[src/rtl/prio_irq_ctrl.sv]
module prio_irq_ctrl (
  input  logic       clk,
  input  logic       rst_n,
  input  logic [7:0] irq_in,
  input  logic       bus_addr,
  input  logic       bus_wr,
  input  logic [7:0] bus_wdata,
  output logic [7:0] bus_rdata,
  input  logic       ack,
  output logic       int_out,
  output logic [7:0] vec_out,
  output logic       vec_valid,
  output logic       ready,
  output logic       is_master,
  output logic [7:0] cascade_map,
  output logic [2:0] slave_id
);

  typedef enum logic [2:0] {S_IDLE, S_BASE, S_CASC, S_MODE, S_RUN} st_t;

  st_t        st;
  logic [7:0] mask, irr, isr, base, casc, prev;
  logic       level, single, need_mode, aeoi, master, rd_isr;

  wire running   = (st == S_RUN);
  wire wr0       = bus_wr && !bus_addr;
  wire wr1       = bus_wr && bus_addr;
  wire init_go   = wr0 && bus_wdata[4];
  wire cmd_eoi   = wr0 && running && !bus_wdata[4] && !bus_wdata[3];
  wire cmd_sel   = wr0 && running && !bus_wdata[4] && bus_wdata[3];
  wire spec_eoi  = cmd_eoi && (bus_wdata[7:5] == 3'b011);
  wire gen_eoi   = cmd_eoi && (bus_wdata[7:5] == 3'b001);

  wire [7:0] pend    = irr & ~mask;
  wire [7:0] isr_low = isr & (~isr + 8'd1);
  wire [7:0] allow   = (isr == 8'd0) ? 8'hFF : (isr_low - 8'd1);
  wire [7:0] cand    = pend & allow;
  wire [7:0] win_oh  = cand & (~cand + 8'd1);
  wire       take    = ack && running && (cand != 8'd0);
  wire [7:0] rise    = irq_in & ~prev;

  logic [2:0] win;
  always_comb begin
    win = 3'd0;
    for (int i = 7; i >= 0; i--)
      if (cand[i]) win = 3'(i);
  end

  wire [7:0] eoi_clr = spec_eoi ? (8'd1 << bus_wdata[2:0]) :
                       gen_eoi  ? isr_low : 8'd0;
  wire [7:0] isr_set = (take && !aeoi) ? win_oh : 8'd0;
  wire [7:0] irr_clr = (take && !level) ? win_oh : 8'd0;

  assign int_out     = running && (cand != 8'd0);
  assign ready       = running;
  assign is_master   = master;
  assign cascade_map = master ? casc : 8'd0;
  assign slave_id    = master ? 3'd0 : casc[2:0];
  assign bus_rdata   = bus_addr ? mask : (rd_isr ? isr : irr);

  always_ff @(posedge clk) begin
    if (!rst_n) begin
      st <= S_IDLE;
      mask <= 8'hFF;
      irr <= '0;
      isr <= '0;
      base <= '0;
      casc <= '0;
      prev <= '0;
      level <= 1'b0;
      single <= 1'b0;
      need_mode <= 1'b0;
      aeoi <= 1'b0;
      master <= 1'b0;
      rd_isr <= 1'b0;
      vec_out <= '0;
      vec_valid <= 1'b0;
    end else begin
      prev <= irq_in;
      vec_valid <= ack && running;
      if (ack && running) vec_out <= take ? base + {5'd0, win} : base + 8'd7;

      if (init_go) begin
        irr <= '0;
        isr <= '0;
      end else begin
        irr <= (level ? irq_in : ((irr | rise) & irq_in)) & ~irr_clr;
        isr <= (isr & ~eoi_clr) | isr_set;
      end

      if (cmd_sel && bus_wdata[1]) rd_isr <= bus_wdata[0];

      if (init_go) begin
        st <= S_BASE;
        level <= bus_wdata[3];
        single <= bus_wdata[1];
        need_mode <= bus_wdata[0];
        aeoi <= 1'b0;
        master <= 1'b0;
        casc <= '0;
        rd_isr <= 1'b0;
      end else if (wr1) begin
        case (st)
          S_BASE: begin
            base <= bus_wdata;
            st <= !single ? S_CASC : (need_mode ? S_MODE : S_RUN);
          end
          S_CASC: begin
            casc <= bus_wdata;
            st <= need_mode ? S_MODE : S_RUN;
          end
          S_MODE: begin
            aeoi <= bus_wdata[1];
            master <= bus_wdata[2];
            st <= S_RUN;
          end
          default: mask <= bus_wdata;
        endcase
      end
    end
  end

  p_quiet_uninit_r2: assert property (@(posedge clk) disable iff (!rst_n)
    !ready |-> !int_out);

  p_vec_after_ack_r6: assert property (@(posedge clk) disable iff (!rst_n)
    vec_valid |-> $past(ack));

  p_one_isr_bit_r6: assert property (@(posedge clk) disable iff (!rst_n)
    (ack && int_out && !aeoi && !bus_wr) |=> ($countones(isr) == $past($countones(isr)) + 1));

  p_auto_eoi_r7: assert property (@(posedge clk) disable iff (!rst_n)
    (ack && aeoi && !bus_wr) |=> $stable(isr));

  p_spurious_vec_r11: assert property (@(posedge clk) disable iff (!rst_n)
    (vec_valid && !$past(int_out)) |-> (vec_out == base + 8'd7));

  p_masked_quiet_r4: assert property (@(posedge clk) disable iff (!rst_n)
    int_out |-> ((irr & ~mask) != 8'd0));

endmodule

[config.mk]
export PLATFORM = sky130hd
export DESIGN_NAME = prio_irq_ctrl
export DESIGN_NICKNAME = d
export VERILOG_FILES = /design/src/rtl/prio_irq_ctrl.sv
export SDC_FILE = /design/constraint.sdc
export NUM_CORES = 1
export LEC_CHECK = 0
export BUFFER_PORTS_ARGS = -buffer_cell sky130_fd_sc_hd__buf_2
export CAP_MARGIN = 20
export CORE_UTILIZATION = 29
export DETAILED_ROUTE_END_ITERATION = 12
export PLACE_DENSITY = 0.51
export SYNTH_ARGS = -nofsm -noshare
export SYNTH_HDL_FRONTEND = slang
export SYNTH_SLANG_ARGS = --single-unit
[constraint.sdc]
create_clock -name clk -period 3.4 [get_ports clk]
set_input_delay 0.17 -clock clk [delete_from_list [all_inputs] [get_ports clk]]
set_output_delay 0.17 -clock clk [all_outputs]
set_load 0.03 [all_outputs]
==> results of run 1 <==
==> state kept, by name (all words and copies together) (netlist names), 3 cells and up <==
register  count
vec_out       8
base          8
casc          8
isr           8
irr           8
mask          8
st            3
prev          8
==> layout make-up <==
cell class | instances | area share
multi-input cells | 294 | 0.4642
well taps | 140 | 0.04353
repair buffers | 60 | 0.08022
flip-flops and latches | 66 | 0.3287
clock buffers | 11 | 0.06032
clock inverters | 5 | 0.01928
inverters | 4 | 0.003731
==> worst max-delay path: cells and delay by family, from the launching register on <==
kind / cells / cell delay [ps]
compound gates: 3 / 540
simple gates: 4 / 1450
flops: 1 / 370
fa+ha+maj: 2 / 610
xor+xnor: 1 / 160
==> worst paths after layout <==
check | startpoint | endpoint | slack, ps
max reg2reg | isr[2]$_SDFF_PP0_ | vec_out[6]$_SDFFE_PN0P_ | 170
min | irq_in[6] | prev[6]$_SDFF_PN0_ | 60
max | isr[2]$_SDFF_PP0_ | vec_out[6]$_SDFFE_PN0P_ | 170
min reg2reg | vec_out[0]$_SDFFE_PN0P_ | vec_out[0]$_SDFFE_PN0P_ | 450
==> where the power goes <==
part / switching (mW) / total (mW) / internal [mW]
Sequential: 0.0166 / 0.810 / 0.794
Combinational: 0.103 / 0.158 / 0.0545
Clock: 0.342 / 1.00 / 0.659
Total: 0.461 / 1.97 / 1.51
==> logic make-up after synthesis <==
| logic type | share of synthesized area |
|---|---|
| buf+inv | 0.03413 |
| flops | 0.4005 |
| mux | 0.1031 |
| compound gates | 0.1471 |
| fa+ha+maj | 0.01745 |
| simple gates | 0.2844 |
| xor+xnor | 0.01327 |
==> through the flow <==
| stage | cells | total power [mW] | utilization |
|---|---|---|---|
| 6_report | 580 | 1.969 | 0.3664 |
| 5_1_grt | 580 | 2.036 | 0.3664 |
| 4_1_cts | 579 | 1.984 | 0.3653 |
| 3_5_place_dp | 563 | 0.9844 | 0.3362 |
| 3_3_place_gp | 563 | 0.9837 | 0.3362 |
| 2_1_floorplan | 388 | 0.9233 | - |
==> layer usage <==
| layer | vias to the layer above | share of wire |
|---|---|---|
| li1 | 1488 | - |
| met3 | 25 | 0.053 |
| met4 | 0 | 0.028 |
| met1 | 1438 | 0.46 |
| met5 | - | 0 |
| met2 | 93 | 0.45 |
==> repair_timing <==
item / 4_1_cts / 5_1_grt
resized for setup: 0 / 2
endpoints found under the setup margin: 0 / 1
buffers inserted: 0 / 1
hold buffers: 0 / 0
==> synthesized netlist by cell type (3+ instances only) <==
library cell	number	area [µm²]
a21oi_1	25	125.1
a31oi_1	4	25.02
and2_1	18	112.6
clkbuf_1	22	82.58
dfxtp_1	66	1321
ha_1	3	37.54
inv_1	3	11.26
mux2i_1	34	340.3
nand2_1	42	157.7
nand2b_1	5	31.28
nand3_1	9	45.04
nand3b_1	4	30.03
nand4_1	7	43.79
nor2_1	38	142.6
nor2b_1	11	68.82
nor3_1	8	40.04
nor3b_1	6	45.04
nor4_1	9	56.30
nor4b_1	3	26.28
o211a_1	3	30.03
o211ai_1	8	60.06
o21ai_0	19	95.09
xnor2_1	4	35.03
==> reports/summary.txt, run 1 <==
Max VDD drop - 0.2278 mV
Top Ports - 52
hold path depth - 2
outcome - finished clean
vias per cell - 5.248
pre-CTS setup slack - 128.9 ps
placer congestion estimate - 0.8646
Pleak - 1.669 nW
H-Tree Depth - 3
layout cells sized above 1 - 0.1932
clk_lat worst skew - 330 ps
min cycle time layout - 3235 ps
Port-buffer cells - 51
met3 GRT Util - 0.04363
initial cell density of the core - 0.3004
crit-path max cell delay - 600 ps
drt pass-1 iters - 4
grt ovf - 0
final count of pins violating max slew - 0
r2r worst-path depth - 10
pin count of the biggest net entering global routing - 25
Storage cell area - 1323 µm²
most common library cell in the layout ignoring fill and taps - dfxtp_1
Synth cell types - 53
CP Launch Type - register
CTS Buffer Depth - 2
TNS Setup - 0 ps
register bit count reported by yosys - 66
crit path kind - register to register
main flop type after synthesis - dfxtp_1
CTS tree - done
multi-input logic area - 1868 µm²
area of the die - 11810 µm²
Std-Cell Rows - 38
Synth Instances - 388
first-pass GRT wire length - 15.81 mm
cts bufs inserted - 9
initial antenna violation count - 0
CP required - 3610 ps
core area - 10980 µm²
die width - 108.7 µm
critical path peak fanout - 7
Antenna Nets Post-Route - 0
post-route setup slack - 165.1 ps
CTS sink cnt - 66
crit end category - register
Routed WL - 10.02 mm
Area Overhead vs Synth - 21.96%
Cell Area, Placed - 3692 µm²
worst path cell trace - or4_4 -> o211ai_2 -> nor4_1 -> or4b_1 -> ha_2 -> fa_1 -> a21oi_1 -> nand4b_1 -> xor2_1 -> a21oi_1
Hold Vio Cnt, Final - 0
Post-synth EDFFs - 0
fin nets - 460
CTS Root Cell - clkbuf_16
gr busiest metal - met2
fill count - 1134
vias - 3044
most frequent cells in the layout - dfxtp_1, buf_2, nand2_1
initial drt markers - 302
sequential share of the synthesized area - 0.4005
Synth Net Count - 413
MaxCap Viol Count - 0
Rel. slew slack - 0.4945
endpoints failing setup - 0
Post-Syn Area - 3299 µm²
wire per inst - 17.28 µm
ys async rst share - 0
final hold slack - 61.75 ps
hold crit path type - primary input to register
vias in the first global route - 2884
Die H - 108.7 µm
CP arrival - 3450 ps
Mean Syn Cell Area - 8.504 µm²
max frequency - 0.3091 GHz
DP HPWL - 6.997 mm
design area - 4024 µm²
clk slew on worst S/H paths - 60 ps
clock skew - 6.823 ps
met2 usage - 0.2762
ant diodes - 0
power per cell area - 489.3 nW/µm²
gr usage total - 0.1800
met1 Usage GRT - 0.2382
crit share post-route - 0.9514
Max stage delay cell, worst path - or4_4
CP dominant cell by count - a21oi_1
Post-route DRC - 0
RSZ-0062 raised after global routing - false
synth warn - 0
Worst Max-Slew Pin Slew - 755.5 ps
(Power assumes the default switching activity.)
==> run 2: changes to the inputs <==
CORE_ASPECT_RATIO = 1.4   (was default)
CORE_MARGIN = 2   (was default)
==> run 2 against run 1 <==
Critical path depth unchanged. Worst setup slack improved by 19 ps. Critical endpoint unchanged. Highest routed layer unchanged. First-iteration DRC count decreased by 56%. Worst hold slack improved by 1.5 ps. Cell count rose by 0.69%. Die area increased by 3.8%. Design area stayed put. Sequential share of layout area hardly changed. Core utilization decreased by 0.78 points. Via count shrank 0.43%.
==> reports/summary.txt, run 2 (same netlist as run 1, synthesis figures left out) <==
Post-Layout Cell Count - 584 (was 580)
Switching Share - 0.2333 (was 0.2344)
crit share post-route - 0.9460 (was 0.9514)
max frequency - 0.3109 GHz (was 0.3091 GHz)
initial drt markers - 132 (was 302)
crit path kind - register to register (unchanged)
CTS tree - done (unchanged)
power per cell area - 476.9 nW/µm² (was 489.3 nW/µm²)
min cycle time layout - 3216 ps (was 3235 ps)
most frequent cells in the layout - dfxtp_1, buf_2, nand2_1 (unchanged)
Tot Pwr - 1.919 mW (was 1.969 mW)
placer congestion estimate - 0.9306 (was 0.8646)
H-Tree Depth - 3 (unchanged)
MaxCap Viol Count - 0 (unchanged)
post-route setup slack - 183.6 ps (was 165.1 ps)
critical path peak fanout - 7 (unchanged)
CTS Root Cell - clkbuf_16 (unchanged)
final hold slack - 63.29 ps (was 61.75 ps)
CTS-repair resized insts - 0 (unchanged)
design area - 4024 µm² (unchanged)
CP arrival - 3430 ps (was 3450 ps)
area of the die - 12260 µm² (was 11810 µm²)
fin nets - 461 (was 460)
DP HPWL - 7.607 mm (was 6.997 mm)
gr usage total - 0.1766 (was 0.1800)
Die H - 130.2 µm (was 108.7 µm)
cts bufs inserted - 9 (unchanged)
CP required - 3620 ps (was 3610 ps)
CP Launch Type - register (unchanged)
internal power - 1.471 mW (was 1.507 mW)
Hold Vio Cnt, Final - 0 (unchanged)
initial antenna violation count - 0 (unchanged)
final core utilization - 0.3585 (was 0.3664)
Sw Pwr - 0.4477 mW (was 0.4615 mW)
drt pass-1 iters - 4 (unchanged)
DP Cell Count - 569 (was 563)
core area - 11220 µm² (was 10980 µm²)
pin count of the biggest net entering global routing - 23 (was 25)
Sequential Power Share - 0.423 (was 0.412)
layout cells sized above 1 - 0.1932 (unchanged)
Worst Max-Slew Pin Slew - 798.0 ps (was 755.5 ps)
CTS Buffer Depth - 2 (unchanged)
ant diodes - 0 (unchanged)
final count of pins violating max slew - 0 (unchanged)
Pleak - 1.670 nW (was 1.669 nW)
outcome - finished clean (unchanged)
Cell Area, Placed - 3712 µm² (was 3692 µm²)
hold crit path type - primary input to register (unchanged)
vias per cell - 5.190 (was 5.248)
Rel. slew slack - 0.4661 (was 0.4945)
Routed WL - 10.30 mm (was 10.02 mm)
Antenna Nets Post-Route - 0 (unchanged)
Comb pwr share - 0.082 (was 0.080)
clk_lat worst skew - 330 ps (about the same)
Setup Fix Bufs, Post-CTS - 0 (unchanged)
crit end category - register (unchanged)
clock skew - 4.701 ps (was 6.823 ps)
Max VDD drop - 0.2266 mV (was 0.2278 mV)
wire per inst - 17.64 µm (was 17.28 µm)
initial cell density of the core - 0.2940 (was 0.3004)
Area Overhead vs Synth - 21.96% (unchanged)
CTS sink cnt - 66 (unchanged)
grt ovf - 0 (unchanged)
hold path depth - 2 (unchanged)
Std-Cell Rows - 46 (was 38)
clk slew on worst S/H paths - 50 ps (was 60 ps)
die width - 94.15 µm (was 108.7 µm)
endpoints failing setup - 0 (unchanged)
vias in the first global route - 3084 (was 2884)
TNS Setup - 0 ps (unchanged)
r2r worst-path depth - 10 (unchanged)
RSZ-0062 raised after global routing - false (unchanged)
most common library cell in the layout ignoring fill and taps - dfxtp_1 (unchanged)
pre-CTS setup slack - 171.4 ps (was 128.9 ps)
Post-route DRC - 0 (unchanged)
Port-buffer cells - 51 (unchanged)
vias - 3031 (was 3044)
Top Ports - 52 (unchanged)
Clk pwr share - 0.495 (was 0.508)
first-pass GRT wire length - 16.21 mm (was 15.81 mm)
CTS Hold Bufs - 0 (unchanged)
==> run 2: worst paths after layout <==
check                              start                       to  slack (ps)
setup / recovery       isr[3]$_SDFF_PP0_  vec_out[6]$_SDFFE_PN0P_         180
hold / removal                 irq_in[6]       prev[6]$_SDFF_PN0_          60
setup reg to reg       isr[3]$_SDFF_PP0_  vec_out[6]$_SDFFE_PN0P_         180
hold reg to reg   need_mode$_SDFFE_PN0P_   need_mode$_SDFFE_PN0P_         460
==> run 2: final cells by class <==
class                           instances  area [µm²]
Fill cell                            1201        7199
Multi-Input combinational cell        294        1872
Sequential cell                        66        1321
Timing Repair Buffer                   61       330.3
Clock buffer                           13       270.3
Tap cell                              144       180.2
Clock inverter                          2       35.03
Inverter                                4       15.01
==> run 2: layer usage <==
metal  part of all wire  global-route usage
met5                  0                   0
met2               0.52              0.3193
met4              0.046              0.1270
met1               0.40              0.1878
met3              0.030             0.02021
==> run 2: power groups by stage <==
stage / Clock, mW / Combinational [mW] / Sequential, mW
global route: 1.00 / 0.172 / 0.814
finish: 0.950 / 0.157 / 0.811
CTS: 0.969 / 0.159 / 0.811
floorplan: 0 / 0.103 / 0.820
detailed placement: 0 / 0.158 / 0.828
global placement: 0 / 0.158 / 0.827
==> run 2: critical path, cell delays in order, from the launching register on <==
cell,delay (ps)
dfxtp_1,350
or4_4,620
a2111oi_4,290
nor4_1,100
or4b_1,580
ha_2,220
fa_1,410
a21oi_2,150
nand4b_1,140
xor2_1,150
a21oi_1,80
